`src/rtl/nbk_pkg.sv`:
```
package nbk_pkg;

    localparam int BYTE_W       = 8;
    localparam int ADDR_WIN_BIT = 16;
    localparam int CMD_WIN_BIT  = 15;

    typedef enum logic [1:0] {
        CYC_DATA  = 2'd0,
        CYC_CMD   = 2'd1,
        CYC_ADDR  = 2'd2,
        CYC_CLASH = 2'd3
    } cyc_kind_e;

    typedef enum logic [1:0] {
        SEQ_IDLE   = 2'd0,
        SEQ_SETUP  = 2'd1,
        SEQ_STROBE = 2'd2,
        SEQ_HOLD   = 2'd3
    } seq_state_e;

    typedef struct packed {
        cyc_kind_e          kind;
        logic [BYTE_W-1:0]  data;
    } xfer_t;

    function automatic cyc_kind_e classify(input logic addr_win, input logic cmd_win);
        case ({addr_win, cmd_win})
            2'b10:   return CYC_ADDR;
            2'b01:   return CYC_CMD;
            2'b11:   return CYC_CLASH;
            default: return CYC_DATA;
        endcase
    endfunction

endpackage

```
`src/rtl/nbk_ctrl_reg.sv`:
```
module nbk_ctrl_reg #(
    parameter int NUM_BANKS = 4,
    parameter int REG_W     = 32
) (
    input  logic                 clk,
    input  logic                 rst,
    input  logic                 wr,
    input  logic [REG_W-1:0]     wdata,
    input  logic                 deselect,
    output logic [REG_W-1:0]     rdata,
    output logic [NUM_BANKS-1:0] ce_n
);
    logic [REG_W-1:0] ctrl_q;
    logic [REG_W-1:0] ctrl_d;
    logic [REG_W-1:0] assert_mask;

    always_comb begin
        assert_mask = '0;
        for (int b = 0; b < NUM_BANKS; b++) begin
            assert_mask[2*b+1] = 1'b1;
        end
    end

    always_comb begin
        ctrl_d = wr ? wdata : ctrl_q;
        if (deselect) begin
            ctrl_d = ctrl_d & ~assert_mask;
        end
    end

    always_ff @(posedge clk) begin
        if (rst) begin
            ctrl_q <= '0;
        end else begin
            ctrl_q <= ctrl_d;
        end
    end

    assign rdata = ctrl_q;

    for (genvar g = 0; g < NUM_BANKS; g++) begin : g_ce
        assign ce_n[g] = ~(ctrl_q[2*g] & ctrl_q[2*g+1]);
    end

endmodule

```
`src/rtl/nbk_cycle_decode.sv`:
```
module nbk_cycle_decode
    import nbk_pkg::*;
#(
    parameter int NUM_BANKS = 4,
    parameter int OFF_W     = 17,
    parameter int BANK_W    = 2
) (
    input  logic                 valid,
    input  logic                 busy,
    input  logic [BANK_W-1:0]    bank,
    input  logic [OFF_W-1:0]     offset,
    input  logic [BYTE_W-1:0]    data,
    input  logic [NUM_BANKS-1:0] ce_n,
    output logic                 start,
    output xfer_t                xfer,
    output logic                 clash,
    output logic                 unsel
);
    cyc_kind_e kind;
    logic      offered;
    logic      bank_on;

    assign kind    = classify(offset[ADDR_WIN_BIT], offset[CMD_WIN_BIT]);
    assign offered = valid && !busy;
    assign bank_on = !ce_n[bank];

    assign clash = offered && (kind == CYC_CLASH);
    assign unsel = offered && !bank_on;
    assign start = offered && bank_on && (kind != CYC_CLASH);

    assign xfer.kind = kind;
    assign xfer.data = data;

endmodule

```
`src/rtl/nbk_strobe_seq.sv`:
```
module nbk_strobe_seq
    import nbk_pkg::*;
#(
    parameter int WE_LOW_CLKS = 2
) (
    input  logic              clk,
    input  logic              rst,
    input  logic              start,
    input  xfer_t             xfer_in,
    output logic              busy,
    output logic              we_n,
    output logic              cle,
    output logic              ale,
    output logic [BYTE_W-1:0] dq
);
    localparam int CNT_W = $clog2(WE_LOW_CLKS + 1);

    seq_state_e       state_q;
    logic [CNT_W-1:0] cnt_q;
    xfer_t            held_q;

    always_ff @(posedge clk) begin
        if (rst) begin
            state_q <= SEQ_IDLE;
            cnt_q   <= '0;
            held_q  <= '{kind: CYC_DATA, data: '0};
        end else begin
            case (state_q)
                SEQ_IDLE: begin
                    if (start) begin
                        held_q  <= xfer_in;
                        state_q <= SEQ_SETUP;
                    end
                end
                SEQ_SETUP: begin
                    cnt_q   <= CNT_W'(WE_LOW_CLKS - 1);
                    state_q <= SEQ_STROBE;
                end
                SEQ_STROBE: begin
                    if (cnt_q == '0) begin
                        state_q <= SEQ_HOLD;
                    end else begin
                        cnt_q <= cnt_q - 1'b1;
                    end
                end
                default: begin
                    state_q <= SEQ_IDLE;
                end
            endcase
        end
    end

    assign busy = (state_q != SEQ_IDLE);
    assign we_n = (state_q != SEQ_STROBE);
    assign cle  = busy && (held_q.kind == CYC_CMD);
    assign ale  = busy && (held_q.kind == CYC_ADDR);
    assign dq   = busy ? held_q.data : '0;

endmodule

```
`src/rtl/nbk_bank_ctl.sv`:
```
module nbk_bank_ctl
    import nbk_pkg::*;
#(
    parameter int NUM_BANKS   = 4,
    parameter int REG_W       = 32,
    parameter int OFF_W       = 17,
    parameter int WE_LOW_CLKS = 2,
    localparam int BANK_W     = (NUM_BANKS > 1) ? $clog2(NUM_BANKS) : 1
) (
    input  logic                 clk,
    input  logic                 rst,
    input  logic                 cfg_wr,
    input  logic [REG_W-1:0]     cfg_wdata,
    input  logic                 cfg_deselect,
    output logic [REG_W-1:0]     cfg_rdata,
    input  logic                 bw_valid,
    input  logic [BANK_W-1:0]    bw_bank,
    input  logic [OFF_W-1:0]     bw_offset,
    input  logic [BYTE_W-1:0]    bw_data,
    output logic                 bus_busy,
    output logic [NUM_BANKS-1:0] nand_ce_n,
    output logic                 nand_cle,
    output logic                 nand_ale,
    output logic                 nand_we_n,
    output logic [BYTE_W-1:0]    nand_dq,
    output logic                 err_unselected,
    output logic                 err_clash
);
    logic  start;
    logic  clash_hit;
    logic  unsel_hit;
    xfer_t xfer;

    nbk_ctrl_reg #(
        .NUM_BANKS (NUM_BANKS),
        .REG_W     (REG_W)
    ) u_reg (
        .clk      (clk),
        .rst      (rst),
        .wr       (cfg_wr),
        .wdata    (cfg_wdata),
        .deselect (cfg_deselect),
        .rdata    (cfg_rdata),
        .ce_n     (nand_ce_n)
    );

    nbk_cycle_decode #(
        .NUM_BANKS (NUM_BANKS),
        .OFF_W     (OFF_W),
        .BANK_W    (BANK_W)
    ) u_dec (
        .valid  (bw_valid),
        .busy   (bus_busy),
        .bank   (bw_bank),
        .offset (bw_offset),
        .data   (bw_data),
        .ce_n   (nand_ce_n),
        .start  (start),
        .xfer   (xfer),
        .clash  (clash_hit),
        .unsel  (unsel_hit)
    );

    nbk_strobe_seq #(
        .WE_LOW_CLKS (WE_LOW_CLKS)
    ) u_seq (
        .clk     (clk),
        .rst     (rst),
        .start   (start),
        .xfer_in (xfer),
        .busy    (bus_busy),
        .we_n    (nand_we_n),
        .cle     (nand_cle),
        .ale     (nand_ale),
        .dq      (nand_dq)
    );

    always_ff @(posedge clk) begin
        if (rst) begin
            err_unselected <= 1'b0;
            err_clash      <= 1'b0;
        end else begin
            if (unsel_hit) err_unselected <= 1'b1;
            if (clash_hit) err_clash      <= 1'b1;
        end
    end

endmodule

```
`config.mk`:
```
export PLATFORM = sky130hd
export DESIGN_NAME = nbk_bank_ctl
export DESIGN_NICKNAME = d
export VERILOG_FILES = /design/src/rtl/nbk_pkg.sv /design/src/rtl/nbk_ctrl_reg.sv /design/src/rtl/nbk_cycle_decode.sv /design/src/rtl/nbk_strobe_seq.sv /design/src/rtl/nbk_bank_ctl.sv
export SDC_FILE = /design/constraint.sdc
export NUM_CORES = 1
export LEC_CHECK = 0
export BUFFER_PORTS_ARGS = -buffer_cell sky130_fd_sc_hd__buf_2
export CAP_MARGIN = 20
export CELL_PAD_IN_SITES_DETAIL_PLACEMENT = 0
export CELL_PAD_IN_SITES_GLOBAL_PLACEMENT = 1
export CORE_MARGIN = 5
export CORE_UTILIZATION = 33
export CTS_CLUSTER_SIZE = 20
export DETAILED_ROUTE_END_ITERATION = 16
export PLACE_DENSITY = 0.84
export RECOVER_POWER = 100
export SLEW_MARGIN = 5
export SYNTH_ARGS = -nofsm -noshare
export SYNTH_HDL_FRONTEND = slang
export SYNTH_SLANG_ARGS = --single-unit
```
`constraint.sdc`:
```
create_clock -name clk -period 2.9 [get_ports clk]
set_clock_uncertainty 0.2 [all_clocks]
set_input_delay 0.145 -clock clk [delete_from_list [all_inputs] [get_ports clk]]
set_output_delay 0.145 -clock clk [all_outputs]
set_load 0.02 [all_outputs]
```
# After elaboration in Yosys (flattened, before gate mapping)
# Cells that the tools add are included.
# W data, S select, Z words.
[word_totals] regBits=48 latchBits=0 mem_bits_rw=0 romBits=0 input_bits=64 out_inout_bits=50 memories=0
[op_classes] addsub=1 n_mul=0 n_div=0 magnitude_cmp=1 eq_ne=13 shift=0 muxes=10 bitwise=8 reduce_logical=17
[ops] cell="$mux W32" n=1
[ops] cell="$pmux W2 S3" n=2
[ops] cell="$eq A2 B2 Y1 const B" n=5
[ops] cell="$mux W8" n=1
[ops] cell="$ne A2 B2 Y1 const B" n=4
[ops] cell="$logic_and A1 B1 Y1" n=7
[ops] cell="$eq A2 B1 Y1 const B" n=3
[ops] cell="$mux W2" n=3
[ops] cell="$reduce_and A2 Y1" n=3
[ops] cell="$and A1 B1 Y1" n=4
[ops] cell="$logic_not A2 Y1" n=2
[ops] cell="$not A1 Y1" n=4
[ops] cell="$pmux W2 S2" n=1
[ops] cell="$reduce_bool A2 Y1" n=2
[ops] cell="$lt A2 B3 Y1 const B" n=1
[ops] cell="$bmux W1 S2" n=1
[ops] cell="$logic_not A1 Y1" n=2
[ops] cell="$ne A2 B1 Y1 const B" n=1
[ops] cell="$reduce_or A2 Y1" n=1
[ops] cell="$sub A2 B1 Y2 const B" n=1
[ops] cell="$mux W1" n=1

# Depth between registers and ports, before layout
[logic_depth] depth_word=9 ltp_mapped=6

# By module
# From an unflattened synthesis, not the netlist that was laid out.
[hier_totals] hier_cells=214 hier_area_um2=2084.5
[modules_own_cells] mod="nbk_ctrl_reg" n_inst=1 cells_each=107 area_each_um2=1166.1 seq_area_each_um2=640.6
[modules_own_cells] mod="nbk_strobe_seq" n_inst=1 cells_each=87 area_each_um2=733.2 seq_area_each_um2=280.3
[modules_own_cells] mod="nbk_cycle_decode" n_inst=1 cells_each=16 area_each_um2=125.1 seq_area_each_um2=0.0
[modules_own_cells] mod="nbk_bank_ctl" n_inst=1 cells_each=4 area_each_um2=60.1 seq_area_each_um2=40.0

# Worst setup path before layout
# OpenSTA, ideal clock, no wires.
[synth_timing] kind="reg-to-reg" from="register u_reg.ctrl_q[4], in the netlist u_reg.rdata[4]" to="register err_unselected" t_arrival_ps=1557 required_ps=2572 path_slack_ps=1015 path_stages_with_launch=7 path_buffers=1 period_less_slack_ps=1885 cell_sequence="dfxtp_1 and2_1 inv_1 mux4_2 buf_6 a31oi_1 nor2_1"
[synth_between] elab_chain_cells=5
[synth_rtl] item="start: declaration" line_no="nbk_ctrl_reg.sv:13" source="logic [REG_W-1:0] ctrl_q;"
[synth_rtl] item="start signal: assignment" line_no="nbk_ctrl_reg.sv:35" source="ctrl_q <= ctrl_d;"
[synth_rtl] item="$and A1 B1 Y1" line_no="nbk_ctrl_reg.sv:42" source="assign ce_n[g] = ~(ctrl_q[2*g] & ctrl_q[2*g+1]);"
[synth_rtl] item="$not A1 Y1" line_no="nbk_ctrl_reg.sv:42"
[synth_rtl] item="named net nand_ce_n[2]" line_no="nbk_bank_ctl.sv:21" source="output logic [NUM_BANKS-1:0] nand_ce_n,"
[synth_rtl] item="$bmux W1 S2" line_no="nbk_cycle_decode.sv:25" source="assign bank_on = !ce_n[bank];"
[synth_rtl] item="$mux W1 (not written as such)" line_no="nbk_cycle_decode.sv:25"
[synth_rtl] item="$logic_and A1 B1 Y1" line_no="nbk_cycle_decode.sv:28" source="assign unsel = offered && !bank_on;"
[synth_rtl] item="end signal: assignment" line_no="nbk_bank_ctl.sv:80" source="err_unselected <= 1'b0;"
[synth_rtl] item="end signal: assignment" line_no="nbk_bank_ctl.sv:83" source="if (unsel_hit) err_unselected <= 1'b1;"
[synth_rtl] item="end: declaration" line_no="nbk_bank_ctl.sv:26" source="output logic err_unselected,"
# The timed path passes the listed nets, and every way through them passes these cells. The select of a mux whose other input is x is not followed.
# A chain may end at the register's enable or synchronous reset.

# Worst setup path in the final report
[layout_timing] from="register u_seq.state_q[0]" to="output nand_ale"
[layout_between] elab_chain_cells=2
[layout_rtl] item="start: declaration" line_no="nbk_strobe_seq.sv:18" source="seq_state_e state_q;"
[layout_rtl] item="start signal: assignment" line_no="nbk_strobe_seq.sv:24" source="state_q <= SEQ_IDLE;"
[layout_rtl] item="start signal: assignment" line_no="nbk_strobe_seq.sv:32" source="state_q <= SEQ_SETUP;"
[layout_rtl] item="start signal: assignment" line_no="nbk_strobe_seq.sv:37" source="state_q <= SEQ_STROBE;"
[layout_rtl] item="$reduce_bool A2 Y1" line_no="nbk_strobe_seq.sv:53" source="assign busy = (state_q != SEQ_IDLE);"
[layout_rtl] item="$logic_and A1 B1 Y1" line_no="nbk_strobe_seq.sv:56" source="assign ale = busy && (held_q.kind == CYC_ADDR);"
[layout_rtl] item="end: declaration" line_no="nbk_bank_ctl.sv:23" source="output logic nand_ale,"
# Every way passes these cells.

==> results.txt <==
Min-delay src: rst
Initial Utilization: 33.9%
First-pass GRT wire length: 8710 µm
Fmax: 481 MHz
Post-CTS Setup Repair Bufs: 0
ANT cells: 0
Hold endpoint: u_reg.rdata[4]
Min-Delay Path Depth: 2
Post-Synth XOR/XNOR Area: 0%
Number of vias per cell: 4.55
Worst-Margin Slew: 0.932 ns
Fin. max-slew vios: 0
Yosys top cell by area: dfxtp_1
Reg2reg setup slack: 0.84 ns
Pleak: 1.27 nW
Die ar.: 7750 µm²
Clock sinks: 48
Async SR Flop Fraction: 0%
Share of layout cells above drive strength 1: 18.3%
Fill count: 593
Total gr overflow: 0
Worst r2r dst: u_seq.held_q[7]
Synth top cells by count: dfxtp_1, mux2i_1, nor2_1
Slew HR: 37.8%
Cell variety after synth: 30
Nature of the critical path endpoint: output pin
Outcome: completed
Met3 WL post-DR: 426 µm
Hpwl dp: 3550 µm
DRC viols: 0
DRT iter0 DRCs: 60
Pwr Density: 461 nW/µm²
Port buffer count: 98
Setup_tns: 0 ns
Rows: 28
Count of final setup violators: 0
Core ar.: 5920 µm²
DRT antenna net count: 0
Io pins: 114
Ranking of synthesized cells by area: dfxtp_1, mux2i_1, nor2_1
Count leader, synth: dfxtp_1
Nets: 414
H-tree Lvls: 2
GP Congestion: 0.737
Syn nets: 278
Area share of fa/ha/maj cells after synthesis: 3.11%
EDFF count, synth: 0
Worst path required time: 2.56 ns
DR top layer: met4
Max-cap violations: 0
Non-Filler Instances: 420
Final Critical Period: 2.08 ns
Main combinational cell family by area after synthesis: multiplexers
1st-pass router iterations: 4
Arr. time, crit path: 1.74 ns
Routed WL: 5520 µm
Max IR drop VDD: 206 µV
Post-Syn Area per Cell: 9.61 µm²
Met2 wire len: 2740 µm
Mux contribution to synthesized area: 19.4%
Initial antenna violation count: 0
Largest net degree at the start of global routing: 51
Reg2Reg Depth: 5
Max clock buf depth: 2
CTS clk-pin slew, worst paths: 0.09 ns
Final period util: 71.7%
Synth Register Bits: 48
Average wire per standard cell: 13.1 µm
Top cell type's share of synthesized area: 47.8%
Crit Path Category: flip-flop to output pin
Hold Crit Class: primary input to flip-flop
Post-synthesis sequential area ratio: 47.8%
Compound-cell area share of the yosys netlist: 7.66%
Hold Violations, Final: 0
Clk Tree Root Cell: clkbuf_8
Crit path launch type: flip-flop
Synth Instances: 209
Post-Syn Area: 2010 µm²
Layout Utilization: 50.5%
GRT Util Overall: 14.1%
Area grow syn2layout: 48.7%
Synth warnings: 0
Main synth FF type: dfxtp_1
DR vias: 1912
Worst-skew pair later-pin latency: 0.29 ns
Vias in the first global route: 1905
Placed Cells: 369
RSZ-0062 raised after global routing: false
CTS tree: yes
R2R Path Start: u_seq.state_q[1]
Synth Area in Simple Gates: 17.1%
CP max FO: 16
WL met1: 2290 µm
DIE HEIGHT: 88.0 µm
Die X: 88.0 µm
TritonCTS Buffers: 5
-- through the flow --
stage	hold slack (ns)	total power, W	area [µm²]	setup slack [ns]
floorplan	0.0243	0.000894	2010	1.02
global placement	0.177	0.000981	2530	0.795
detailed placement	0.187	0.000984	2530	0.790
CTS	0.258	0.00142	3050	0.777
global route	0.300	0.00146	2990	0.667
finish	0.261	0.00138	2990	0.820
-- flip-flops by register name, indices dropped and copies added (netlist names) --
| signal | count |
|---|---|
| err_unselected | 1 |
| err_clash | 1 |
| u_seq.cnt_q | 2 |
| u_reg.rdata | 32 |
| u_seq.state_q | 2 |
| u_seq.held_q | 10 |
-- layout make-up --
type / instances / area, µm² / area share, %
inverters: 10 / 37.5 / 1.26
well taps: 75 / 93.8 / 3.14
clock inverters: 2 / 12.5 / 0.419
repair buffers: 142 / 873 / 29.2
clock buffers: 5 / 68.8 / 2.30
flip-flops and latches: 48 / 961 / 32.2
multi-input cells: 138 / 941 / 31.5
-- routing by layer --
layer	vias up	track usage, %
met1	866	16.2
li1	978	-
met3	6	3.95
met2	62	24.9
met5	-	0
met4	0	5.63
-- cell usage in the layout, fill, tap and decap left out --
cell type / count
a211o_1: 1
a211oi_1: 1
a21oi_1: 10
a31oi_1: 1
a41oi_1: 1
and2_0: 4
and3_1: 1
buf_2: 52
clkbuf_1: 46
clkbuf_8: 5
clkinv_2: 1
clkinvlp_4: 1
dfxtp_1: 48
dlygate4sd3_1: 44
ha_1: 5
inv_1: 8
inv_2: 2
mux2i_1: 34
mux4_1: 1
mux4_2: 1
nand2_1: 1
nand2b_1: 4
nand3_1: 12
nor2_1: 32
nor2b_1: 9
nor3_1: 6
nor3b_1: 2
o21ai_0: 10
o21ba_2: 1
o22ai_1: 1
-- timing repair --
item,in CTS,in global routing
resized for setup,0,0
endpoints found under the setup margin,0,0
hold endpoints to repair,44,0
hold buffers,44,0
-- worst max-delay path by stage --
stage                     cells past startpoint  slack (ns)             start              end
final                                         4        0.82  u_seq.state_q[0]         nand_ale
after global placement                        5        0.80  u_seq.state_q[0]  u_seq.held_q[9]
after CTS                                     5        0.78  u_seq.state_q[1]  u_seq.held_q[9]
after detailed placement                      5        0.79  u_seq.state_q[1]  u_seq.held_q[9]
after global routing                          5        0.67  u_seq.state_q[1]  u_seq.held_q[0]
after floorplan                               6        1.02    u_reg.rdata[4]   err_unselected
-- power breakdown --
part	total, W	leakage (nW)	switching [W]	internal [W]
clock network	0.000374	0.0400	0.000210	0.000163
logic	0.000288	0.836	0.000159	0.000129
registers	0.000715	0.393	0.0000213	0.000694
total	0.00138	1.27	0.000390	0.000986
-- kinds of logic (layout without fill, tap and decap cells) --
| logic type | Yosys count | count (layout) |
|---|---|---|
| muxes | 36 | 36 |
| buffers and inverters | 23 | 159 |
| and+or+nand+nor | 71 | 71 |
| adders and majority gates | 5 | 5 |
| DFF | 48 | 48 |
| AOI/OAI and AO/OA | 26 | 26 |
-- critical path: stages (launching register included) --
cell and delay [ns]:
dfxtp_1 0.38, inv_1 0.08, ha_1 0.39, nor3b_1 0.32, clkbuf_1 0.28
Power figures use the tool's default switching activity.
